$ cat src/rtl/pkt_rtr_pkg.sv
package pkt_rtr_pkg;
    localparam int BYTE_W = 8;
    localparam int ADDR_W = 2;
    localparam int LEN_W  = BYTE_W - ADDR_W;
    localparam int NCH    = 3;

    typedef enum logic [1:0] {
        S_IDLE = 2'd0,
        S_BODY = 2'd1,
        S_PAR  = 2'd2
    } rx_state_t;
endpackage

$ cat src/rtl/rtr_out_fifo.sv
module rtr_out_fifo #(
    parameter int W     = 8,
    parameter int DEPTH = 16,
    parameter int TMO   = 30
) (
    input  logic         clk,
    input  logic         rst_n,
    input  logic         wr_en,
    input  logic [W-1:0] wr_data,
    input  logic         rd_en,
    output logic [W-1:0] rd_data,
    output logic         vld,
    output logic         full
);
    localparam int AW = $clog2(DEPTH);
    localparam int CW = AW + 1;
    localparam int TW = $clog2(TMO + 1);

    logic [W-1:0]  mem [DEPTH];
    logic [AW-1:0] wp, rp;
    logic [CW-1:0] cnt;
    logic [TW-1:0] age;
    logic          begun;
    logic          push, pop, stale;

    assign vld     = (cnt != '0);
    assign full    = (cnt == CW'(DEPTH));
    assign push    = wr_en && !full;
    assign pop     = rd_en && vld;
    assign stale   = vld && !begun && !pop && (age == TW'(TMO - 1));
    assign rd_data = mem[rp];

    always_ff @(posedge clk) begin
        if (push && !stale) begin
            mem[wp] <= wr_data;
        end
    end

    always_ff @(posedge clk) begin
        if (!rst_n || stale) begin
            wp    <= '0;
            rp    <= '0;
            cnt   <= '0;
            age   <= '0;
            begun <= 1'b0;
        end else begin
            if (push) wp <= wp + AW'(1);
            if (pop)  rp <= rp + AW'(1);
            cnt <= cnt + CW'(push) - CW'(pop);
            if (!vld)     begun <= 1'b0;
            else if (pop) begun <= 1'b1;
            if (!vld || begun) age <= '0;
            else if (!pop)     age <= age + TW'(1);
        end
    end


    no_overflow_chk: assert property (@(posedge clk) disable iff (!rst_n)
        cnt <= CW'(DEPTH));


    pop_count_chk: assert property (@(posedge clk) disable iff (!rst_n)
        (pop && !push && !stale) |=> (cnt == $past(cnt) - CW'(1)));


    stale_flush_chk: assert property (@(posedge clk) disable iff (!rst_n)
        stale |=> !vld);
endmodule

$ cat src/rtl/rtr_steer.sv
module rtr_steer #(
    parameter int NCH    = 3,
    parameter int ADDR_W = 2
) (
    input  logic              clk,
    input  logic              rst_n,
    input  logic [ADDR_W-1:0] addr,
    input  logic              wr,
    input  logic [NCH-1:0]    full,
    output logic [NCH-1:0]    we,
    output logic              tgt_full
);
    for (genvar i = 0; i < NCH; i++) begin : g_we
        assign we[i] = wr && (addr == ADDR_W'(i));
    end

    always_comb begin
        tgt_full = 1'b0;
        for (int i = 0; i < NCH; i++) begin
            if (addr == ADDR_W'(i)) tgt_full = full[i];
        end
    end


    one_we_chk: assert property (@(posedge clk) disable iff (!rst_n)
        $onehot0(we));


    bad_addr_chk: assert property (@(posedge clk) disable iff (!rst_n)
        (addr >= ADDR_W'(NCH)) |-> (we == '0));
endmodule

$ cat src/rtl/rtr_rx_fsm.sv
module rtr_rx_fsm
    import pkt_rtr_pkg::*;
(
    input  logic              clk,
    input  logic              rst_n,
    input  logic [BYTE_W-1:0] din,
    input  logic              pkt_valid,
    input  logic              tgt_full,
    output logic [ADDR_W-1:0] route_addr,
    output logic              wr_byte,
    output logic              suspend,
    output logic              err
);
    rx_state_t         state_q, state_d;
    logic [ADDR_W-1:0] addr_q;
    logic [LEN_W-1:0]  rem_q;
    logic [BYTE_W-1:0] acc_q;
    logic              take;

    always_ff @(posedge clk) begin
        if (!rst_n) state_q <= S_IDLE;
        else        state_q <= state_d;
    end

    always_comb begin
        route_addr = (state_q == S_IDLE) ? din[ADDR_W-1:0] : addr_q;
        suspend    = tgt_full && (pkt_valid || state_q != S_IDLE);
        take       = pkt_valid && !tgt_full;
        wr_byte    = take && (route_addr < ADDR_W'(NCH));
        state_d    = state_q;
        unique case (state_q)
            S_IDLE: if (take) state_d = (din[BYTE_W-1:ADDR_W] == '0) ? S_PAR : S_BODY;
            S_BODY: if (take && rem_q == LEN_W'(1)) state_d = S_PAR;
            S_PAR:  if (take) state_d = S_IDLE;
            default: state_d = S_IDLE;
        endcase
    end

    always_ff @(posedge clk) begin
        if (!rst_n) begin
            addr_q <= '0;
            rem_q  <= '0;
            acc_q  <= '0;
            err    <= 1'b0;
        end else if (take) begin
            unique case (state_q)
                S_IDLE: begin
                    addr_q <= din[ADDR_W-1:0];
                    rem_q  <= din[BYTE_W-1:ADDR_W];
                    acc_q  <= din;
                    err    <= 1'b0;
                end
                S_BODY: begin
                    acc_q <= acc_q ^ din;
                    rem_q <= rem_q - LEN_W'(1);
                end
                S_PAR:   err <= (din != acc_q);
                default: ;
            endcase
        end
    end


    suspend_hold_chk: assert property (@(posedge clk) disable iff (!rst_n)
        suspend |=> $stable(state_q));


    err_src_chk: assert property (@(posedge clk) disable iff (!rst_n)
        $rose(err) |-> ($past(state_q) == S_PAR));
endmodule

$ cat src/rtl/pkt_router3.sv
module pkt_router3
    import pkt_rtr_pkg::*;
#(
    parameter int FIFO_DEPTH = 16,
    parameter int FLUSH_CYC  = 30
) (
    input  logic              clk,
    input  logic              rst_n,
    input  logic [BYTE_W-1:0] din,
    input  logic              pkt_valid,
    input  logic [NCH-1:0]    rd_en,
    output logic [BYTE_W-1:0] dout_0,
    output logic [BYTE_W-1:0] dout_1,
    output logic [BYTE_W-1:0] dout_2,
    output logic [NCH-1:0]    vld_out,
    output logic              err,
    output logic              suspend
);
    logic [ADDR_W-1:0] route_addr;
    logic              wr_byte, tgt_full;
    logic [NCH-1:0]    we, full;
    logic [BYTE_W-1:0] dq [NCH];

    rtr_rx_fsm u_rx (
        .clk(clk), .rst_n(rst_n), .din(din), .pkt_valid(pkt_valid),
        .tgt_full(tgt_full), .route_addr(route_addr), .wr_byte(wr_byte),
        .suspend(suspend), .err(err)
    );

    rtr_steer #(.NCH(NCH), .ADDR_W(ADDR_W)) u_steer (
        .clk(clk), .rst_n(rst_n), .addr(route_addr), .wr(wr_byte),
        .full(full), .we(we), .tgt_full(tgt_full)
    );

    for (genvar i = 0; i < NCH; i++) begin : g_q
        rtr_out_fifo #(.W(BYTE_W), .DEPTH(FIFO_DEPTH), .TMO(FLUSH_CYC)) u_q (
            .clk(clk), .rst_n(rst_n), .wr_en(we[i]), .wr_data(din),
            .rd_en(rd_en[i]), .rd_data(dq[i]), .vld(vld_out[i]), .full(full[i])
        );
    end

    assign dout_0 = dq[0];
    assign dout_1 = dq[1];
    assign dout_2 = dq[2];
endmodule

$ cat config.mk
export PLATFORM = sky130hd
export DESIGN_NAME = pkt_router3
export DESIGN_NICKNAME = d
export VERILOG_FILES = /design/src/rtl/pkt_rtr_pkg.sv /design/src/rtl/rtr_out_fifo.sv /design/src/rtl/rtr_steer.sv /design/src/rtl/rtr_rx_fsm.sv /design/src/rtl/pkt_router3.sv
export SDC_FILE = /design/constraint.sdc
export NUM_CORES = 1
export LEC_CHECK = 0
export BUFFER_PORTS_ARGS = -buffer_cell sky130_fd_sc_hd__buf_2
export CAP_MARGIN = 20
export CORE_MARGIN = 8
export CORE_UTILIZATION = 57
export CTS_CLUSTER_SIZE = 30
export DETAILED_ROUTE_END_ITERATION = 6
export GPL_TIMING_DRIVEN = 0
export PLACE_DENSITY = 0.73
export SLEW_MARGIN = 10
export SYNTH_ARGS = -nofsm -noshare
export SYNTH_HDL_FRONTEND = slang
export SYNTH_SLANG_ARGS = --single-unit
export TNS_END_PERCENT = 20
$ cat constraint.sdc
create_clock -name clk -period 3.2 [get_ports clk]
set_clock_uncertainty 0.1 [all_clocks]
set_input_delay 0.16 -clock clk [delete_from_list [all_inputs] [get_ports clk]]
set_output_delay 0.16 -clock clk [all_outputs]
set_load 0.005 [all_outputs]
# After elaboration in Yosys (flattened, before gate mapping)

Memory sizes are Yosys's and may differ from the RTL's. A register that Yosys moved wholly into a read port is not among the register bits.
Index checks and enable logic that the tools add are counted.
W data, S select, Z words.

Bits in writable memories: 384
Bits in read-only memories: 0
Memories: 3
Bits of input ports: 14
Latch bits: 0
Word-level logic and storage cells: 150
Output and inout port bits: 29
Bits in registers: 76

Memory list:

| name           | words | bits a word | rd ports | clocked after memory_dff | write ports | line               | text |
|---|---|---|---|---|---|---|---|
| g_q[0].u_q.mem | 16    | 8           | 1        | 1                        | 1           | rtr_out_fifo.sv:19 | `logic [W-1:0] mem [DEPTH];` |
| g_q[1].u_q.mem | 16    | 8           | 1        | 1                        | 1           | rtr_out_fifo.sv:19 |  |
| g_q[2].u_q.mem | 16    | 8           | 1        | 1                        | 1           | rtr_out_fifo.sv:19 |  |

Multipliers: 0
Divide/modulo/power cells: 0
Shifts and indexed selects: 0
Mux-type cells: 24
Order comparisons: 1
Bitwise logic cells: 4
Reduce and logical (&&, ||, !) cells: 67
$add $sub $neg: 16
Equality and inequality tests: 15

Operator list:

| operator              | number |
|---|---|
| $eq A5 B5 Y1 const B  | 6 |
| $logic_and A1 B1 Y1   | 25 |
| $add A4 B1 Y4 const B | 6 |
| $mux W4               | 6 |
| $logic_not A1 Y1      | 17 |
| $pmux W8 S2           | 1 |
| $add A5 B1 Y5         | 3 |
| $add A5 B1 Y5 const B | 3 |
| $reduce_bool A5 Y1    | 3 |
| $sub A5 B1 Y5         | 3 |
| $pmux W6 S2           | 1 |
| $reduce_or A2 Y1      | 6 |
| $mux W2               | 5 |
| $mux W1               | 9 |
| $ne A8 B8 Y1          | 1 |
| $xor A8 B8 Y8         | 1 |
| $logic_or A1 B1 Y1    | 7 |
| $eq A6 B1 Y1 const B  | 1 |
| $logic_not A6 Y1      | 1 |
| $ne A2 B1 Y1 const B  | 3 |
| $pmux W2 S3           | 1 |
| $reduce_bool A2 Y1    | 3 |
| $sub A6 B1 Y6 const B | 1 |
| $eq A2 B1 Y1 const B  | 2 |
| other kinds (7)       | 12 |

# Longest topological paths before layout

Gate-level depths: netlist of run 1.

Word-level depth: 14
Gate-level depth with buffers: 16
Depth with buffers taken out: 16

# By module

From an unflattened synthesis of run 1, not the netlist that was laid out.

Cell total of the unflattened synthesis: 1,167
Area total of the unflattened synthesis: 19,467.4 um^2

Modules (own cells, without submodules):

| module       | times used | sequential area each (um^2) | area each (um^2) | cells an instance |
|---|---|---|---|---|
| rtr_out_fifo | 3          | 4,304.1                     | 6,080.8          | 341 |
| rtr_rx_fsm   | 1          | 380.4                       | 1,177.4          | 137 |
| rtr_steer    | 1          | 0.0                         | 47.5             | 7 |

# Worst setup path before layout of run 1

OpenSTA, ideal clock, no wires.

Path kind: reg-to-reg
From: register g_q[2].u_q.cnt[3]
To: register g_q[2].u_q.cnt[4]
Path buffers: 0
Cell stages (with the launch flop): 15
Arrival: 2.753 ns
Data required time: 3.030 ns
Library setup time: 0.070 ns
Path slack: 0.277 ns
Clock period less this slack: 2.923 ns
Cell sequence: dfxtp_1 > inv_1 > ha_1 > nor4b_2 > inv_1 > nand2_1 > inv_1 > ha_1 > inv_1 > ha_1 > fa_1 > a21oi_1 > nor2_1 > or3_1 > a21oi_1

Elaborated cells on any way between the ends: 17

RTL lines:

| item                                                  | line               | text |
|---|---|---|
| start, declared                                       | rtr_out_fifo.sv:21 | `logic [CW-1:0] cnt;` |
| start signal, assigned                                | rtr_out_fifo.sv:49 | `cnt <= cnt + CW'(push) - CW'(pop);` |
| $reduce_bool A5 Y1 *                                  | rtr_out_fifo.sv:26 | `assign vld = (cnt != '0);` |
| via g_q[2].u_q.vld                                    | rtr_out_fifo.sv:12 | `output logic vld,` |
| $logic_and A1 B1 Y1 *                                 | rtr_out_fifo.sv:29 | `assign pop = rd_en && vld;` |
| via g_q[2].u_q.pop                                    | rtr_out_fifo.sv:24 | `logic push, pop, stale;` |
| branches (longest 4 deep; another with $sub A5 B1 Y5) | n/a                |  |

Mark *: on every way through the listed nets, which the timed path passes.
A chain may end at the register's enable or synchronous reset.

==> results.py, run 1 <==
metrics = {
    "run_status": {
        "outcome": "completed",
    },
    "sta": {
        "finalSetupTns_ps": 0,
        "relSlewSlack": 0.255,
        "rsz0062_at_grt": "yes",
        "slew_violations": 0,
        "finalSetupViolations": 0,
        "fmax_mhz": 324,
        "hold_viol": 0,
        "holdWs_ps": 30.1,
        "fin_crit_ps": 3080,
        "worst_slack_ps": 117,
        "final.period_utilization": 0.963,
        "worst_slew_pin_slew_ps": 1120,
    },
    "floorplanning": {
        "die_x_um": 200,
        "num_rows": 67,
        "pin_count": 43,
        "die_area_sq_um": 39800,
        "die_h_um": 200,
        "core_region_area_sq_um": 33400,
        "start_util": 0.576,
    },
    "synth": {
        "synth_edf_count": 384,
        "synth-seq-area-share": 0.692,
        "synth.avg_cell_area_sq_um": 17.3,
        "synthTopCellsByCount": "edfxtp_1, mux4_2, nor2_1",
        "netlist.area_leader.share": 0.600,
        "synth.most_common_cell": "edfxtp_1",
        "synthCells": 1113,
        "synthArstFlopShare": 0,
        "yosys.cell_types.count": 57,
        "ys_seq_elements": 472,
        "ys.flop_type": "edfxtp_1",
        "synth_nets": 1171,
        "ys_warn_count": 0,
        "synth_top_area_cell": "edfxtp_1",
        "ys_top_cells_by_area": "edfxtp_1, mux4_2, dfxtp_1, ha_1, nor2_1",
        "synth_area_sq_um": 19200,
    },
    "power_and_ir_drop": {
        "power_leakage_nw": 7.23,
        "vdd_ir_drop_max_v": 0.000537,
        "p_per_area_nw_per_um2": 750,
    },
    "global_routing": {
        "grt_overflow_total": 0,
        "met3_usage": 0.0357,
        "grt_pass1_vias": 10300,
        "met2_usage": 0.328,
        "grt_first_pass_wirelength_mm": 59.3,
        "antenna_found_initial": 0,
        "grt_busiest_layer": "met2",
        "grt.total_usage": 0.197,
        "grt_start_max_net_pins": 55,
        "use_met1": 0.262,
    },
    "clocking": {
        "cts_root_buffer": "clkbuf_16",
        "cts_tree": "yes",
        "clk_path_buf_depth": 3,
        "clkLatencyLatePin_ps": 550,
        "clk_pin_slew_ps": 60,
        "cts_buffers": 47,
        "cts_htree_levels": 2,
        "clock-sinks": 472,
    },
    "placed_design": {
        "placed_area_sq_um": 20000,
        "io_buffers": 42,
        "place_ws_ps": -410,
        "dp_hpwl_mm": 23.4,
        "gp_congestion": 0.763,
    },
    "job": {
        "maxCapViolations": 0,
    },
    "finish": {
        "layout-drive-gt1-share": 0.234,
        "utilization": 0.654,
        "diodes": 0,
        "fin_nets": 1275,
        "design_area_sq_um": 21800,
        "area_growth_pct": 13.6,
    },
    "drt": {
        "routed_wirelength_mm": 38.2,
        "routedWlPerCell_um": 22.4,
        "drtIter0Drc": 840,
        "viasPerCell": 5.87,
        "postRouteAntennaNets": 0,
        "vias": 9994,
        "dr.pass1.iters": 5,
        "drc": 0,
    },
    "critical_path": {
        "crit_buf_inv": 3,
        "path_max_fanout": 10,
        "cp_cell_sequence": "clkbuf_1, buf_2, mux4_2, mux4_2, buf_2",
        "slowest_delay_ps": 610,
        "path_class": "reg -> out",
        "crit_path_end_kind": "output pin",
        "arrival_ps": 2820,
        "worst_setup_path_start_kind": "register",
        "worstPathRequired_ps": 2940,
        "slowest_stage": "mux4_2",
        "critPathTopFamily": "multiplexers",
    },
    "min_path": {
        "hp-class": "in -> reg",
    },
}
[sequential cells by signal, indices dropped and copies added, names as in the netlist, named ones only]
signal,cells
u_rx.addr_q,2
u_rx.acc_q,8
g_q.u_q.age,15
u_rx.rem_q,6
g_q.u_q.rp,12
g_q.u_q.begun,3
g_q.u_q.cnt,15
g_q.u_q.mem,384
g_q.u_q.wp,12
u_rx.err,1
u_rx.state_q,2
[layout make-up]
class                   instances  area [sq um]
plain buffers                  52           279
clock buffers                  66          1400
clock inverters                20           190
fillers                      2298         11500
inverters                      41           156
multi-input cells             548          5600
flip-flops and latches        472         13300
well taps                     448           561
repair buffers                 55           348
[metal layers]
layer	vias to the layer above	wire [um]
li1	4520	-
met1	5082	16000
met2	314	18700
met3	78	2350
met4	0	1180
met5	-	0
[tightest hold or removal path: stages]
cell and delay, ps:
buf_2 190, nand2_1 200, a21oi_1 60
[worst paths after layout]
path / endpoint / start / cells after the start / slack, ps
worst max register to register: g_q[2].u_q.cnt[4] / g_q[2].u_q.cnt[3] / 14 / 190
worst min-delay path: g_q[0].u_q.cnt[4] / rst_n / 3 / 30
worst max-delay path: dout_0[3] / register / 5 / 120
worst min register to register: u_rx.rem_q[1] / u_rx.rem_q[1] / 2 / 370
[cell families after synthesis]
group,after synthesis,synth area share
DFF,472,0.692
and+or+nand+nor,266,0.0702
muxes,124,0.143
buffers and inverters,93,0.0219
AOI/OAI and AO/OA,67,0.0223
xor gates and xnor gates,47,0.0214
adders and majority gates,44,0.0298
[through the flow]
| stage | total power (W) | std cells |
|---|---|---|
| 6_report | 0.0164 | 1702 |
| 3_5_place_dp | 0.0108 | 1606 |
| 2_1_floorplan | 0.00980 | 1113 |
| 5_1_grt | 0.0171 | 1702 |
| 3_3_place_gp | 0.0107 | 1603 |
| 4_1_cts | 0.0164 | 1696 |
[power by group]
part	internal [W]	switching (W)	leakage [nW]
Sequential	0.00691	0.000248	4.17
Clock	0.00331	0.00227	0.785
Combinational	0.00183	0.00181	2.27
[layout by cell type, fill, tap and decap left out, types with 17 or more instances in the layout]
cell	Yosys	layout
clkbuf_16	0	52
nor2_1	105	104
dfxtp_1	88	88
a21oi_1	17	17
nand4_1	17	17
mux4_2	120	120
ha_1	41	40
clkbuf_1	22	31
xor2_1	28	28
buf_2	14	50
inv_1	39	38
nand2_1	55	52
edfxtp_1	384	384
xnor2_1	19	19
[what timing repair did]
item                       CTS  global route
resized for setup            5            18
hold endpoints to repair    13             4
buffers inserted             0             3
hold buffers                 4             1
setup endpoints to repair   11           121
Power figures use the tool's default switching activity.
==> inputs of run 2 (changes only) <==
Settings changed: BUFFER_PORTS_ARGS -buffer_cell sky130_fd_sc_hd__buf_2 to -buffer_cell sky130_fd_sc_hd__buf_4, SETUP_SLACK_MARGIN set to 0.15.
==> run 2 against run 1 <==
Routed wire length increased by 0.58%. Clock-buffer cell count decreased by 4. Combinational power increased by 4%. Die area unchanged. Fmax increased by 1.7%. Via count decreased by 0.29%. Worst setup slack improved by 53 ps. Core utilization increased by 0.097 points. Critical path depth unchanged. Critical path type unchanged. Largest power group unchanged.
==> results.py, run 2 (synthesis results as in run 1) <==
metrics = {
    "run_status": {
        "outcome": "completed",
    },
    "critical_path": {
        "path_class": "reg -> out",
        "path_max_fanout": 10,
        "crit_path_end_kind": "output pin",
        "worstPathRequired_ps": 2940,
        "reg2reg_from": "g_q[0].u_q.cnt[3]",
        "rrSetupSlack_ps": 220,
        "reg2reg_depth": 15,
        "arrival_ps": 2770,
        "worst_setup_path_start_kind": "register",
        "r2r-end": "g_q[0].u_q.cnt[4]",
    },
    "power_and_ir_drop": {
        "swShare": 0.265,
        "power_frac_seq": 0.440,
        "p_sw_w": 0.00432,
        "p_per_area_nw_per_um2": 744,
        "vdd_ir_drop_max_v": 0.000468,
        "internal_power_w": 0.0119,
        "p_comb_frac": 0.233,
        "power_leakage_nw": 7.22,
        "power_w": 0.0163,
        "clkPwrFrac": 0.327,
    },
    "sta": {
        "worst_slack_ps": 170,
        "fin_crit_ps": 3030,
        "hold_viol": 0,
        "finalSetupTns_ps": 0,
        "fmax_mhz": 330,
        "worst_slew_pin_slew_ps": 943,
        "relSlewSlack": 0.369,
        "finalSetupViolations": 0,
        "rsz0062_at_grt": "yes",
        "slew_violations": 0,
        "final.period_utilization": 0.947,
    },
    "min_path": {
        "hp-start": "din[5]",
        "whs_path_depth": 1,
        "whs_endpoint": "g_q[1].u_q.mem[4][5]",
        "hp-class": "in -> reg",
    },
    "finish": {
        "diodes": 0,
        "largest_register_ffs": 384,
        "final_cell_mix": "edfxtp_1, mux4_2, nor2_1",
        "reg.largest.list": "g_q.u_q.mem x384, g_q.u_q.age x15, g_q.u_q.cnt x15",
        "fin_nets": 1278,
        "layout_commonest_cell": "edfxtp_1",
        "nFillCells": 2270,
        "largest_register": "g_q.u_q.mem",
        "area_growth_pct": 13.8,
        "layout-drive-gt1-share": 0.240,
        "fin_cells": 1703,
    },
    "global_routing": {
        "antenna_found_initial": 0,
        "grt_start_max_net_pins": 55,
        "grt_first_pass_wirelength_mm": 59.3,
        "grt.total_usage": 0.197,
        "grt_overflow_total": 0,
        "grt_pass1_vias": 10100,
    },
    "drt": {
        "postRouteAntennaNets": 0,
        "drc": 0,
        "dr.pass1.iters": 5,
        "vias": 9965,
        "routed_wirelength_mm": 38.4,
        "routedWlPerCell_um": 22.6,
        "drtIter0Drc": 674,
        "viasPerCell": 5.85,
    },
    "placed_design": {
        "gp_congestion": 0.785,
        "dp_hpwl_mm": 23.5,
        "io_buffers": 42,
        "placed_cells": 1607,
        "place_ws_ps": -106,
    },
    "floorplanning": {
        "pin_count": 43,
        "die_x_um": 200,
        "start_util": 0.576,
        "core_region_area_sq_um": 33400,
        "num_rows": 67,
        "die_h_um": 200,
        "die_area_sq_um": 39800,
    },
    "clocking": {
        "cts_root_buffer": "clkbuf_16",
        "cts_buffers": 47,
        "clk_path_buf_depth": 3,
        "clk_pin_slew_ps": 60,
        "clkLatencyLatePin_ps": 560,
        "cts_tree": "yes",
        "cts_htree_levels": 2,
        "clock-sinks": 472,
    },
    "job": {
        "maxCapViolations": 0,
    },
}
## run 2: critical path: stages, from the launching register on
cell and delay (ps):
dfxtp_1 320, clkbuf_1 300, clkbuf_4 370, mux4_2 580, mux4_2 510, buf_4 160
## run 2: power groups by stage
stage | Sequential, W | Combinational, W | Clock [W]
2_1_floorplan | 0.00720 | 0.00260 | 0
3_3_place_gp | 0.00724 | 0.00354 | 0
3_5_place_dp | 0.00726 | 0.00363 | 0
4_1_cts | 0.00714 | 0.00372 | 0.00540
5_1_grt | 0.00719 | 0.00417 | 0.00562
6_report | 0.00716 | 0.00379 | 0.00532
## run 2: cell type report
type / count / area (sq um) / area share
well taps: 448 / 561 / 0.0256
clock inverters: 22 / 204 / 0.00933
inverters: 41 / 155 / 0.00710
plain buffers: 52 / 292 / 0.0133
multi-input cells: 548 / 5620 / 0.257
flip-flops and latches: 472 / 13300 / 0.608
clock buffers: 62 / 1290 / 0.0591
repair buffers: 58 / 453 / 0.0207
## run 2: what timing repair did
| action | CTS | global route |
|---|---|---|
| setup buffers | 1 | 4 |
| hold buffers | 7 | 0 |
| endpoints found under the hold margin | 26 | 0 |
| gates cloned | 0 | 0 |
| pin swaps | 0 | 1 |
| endpoints found under the setup margin | 141 | 212 |
| resized for setup | 9 | 35 |
## run 2: routing by layer
layer	wire, um	track usage	vias to the layer above
met1	15900	0.266	5083
met5	0	0	-
met3	2400	0.0347	61
met4	981	0.0605	0
li1	-	-	4523
met2	19100	0.326	298
## run 2: how the worst max path moves through the flow
stage | from | to | cells after the start
6_report | register | dout_0[4] | 5
2_1_floorplan | g_q[2].u_q.cnt[3] | g_q[2].u_q.cnt[4] | 14
5_1_grt | g_q[1].u_q.cnt[2] | g_q[1].u_q.cnt[4] | 16
3_5_place_dp | din[1] | g_q[0].u_q.cnt[4] | 14
4_1_cts | g_q[0].u_q.cnt[3] | g_q[0].u_q.cnt[4] | 16
3_3_place_gp | din[1] | g_q[2].u_q.mem[2][3] | 8
## run 2: stage by stage
stage	util	hold slack, ps	cell area (sq um)
finish	0.655	21.0	21900
global route	0.655	41.1	21900
CTS	0.652	23.6	21800
detailed placement	0.604	358	20100
global placement	0.602	358	20100
floorplan	-	159	19200
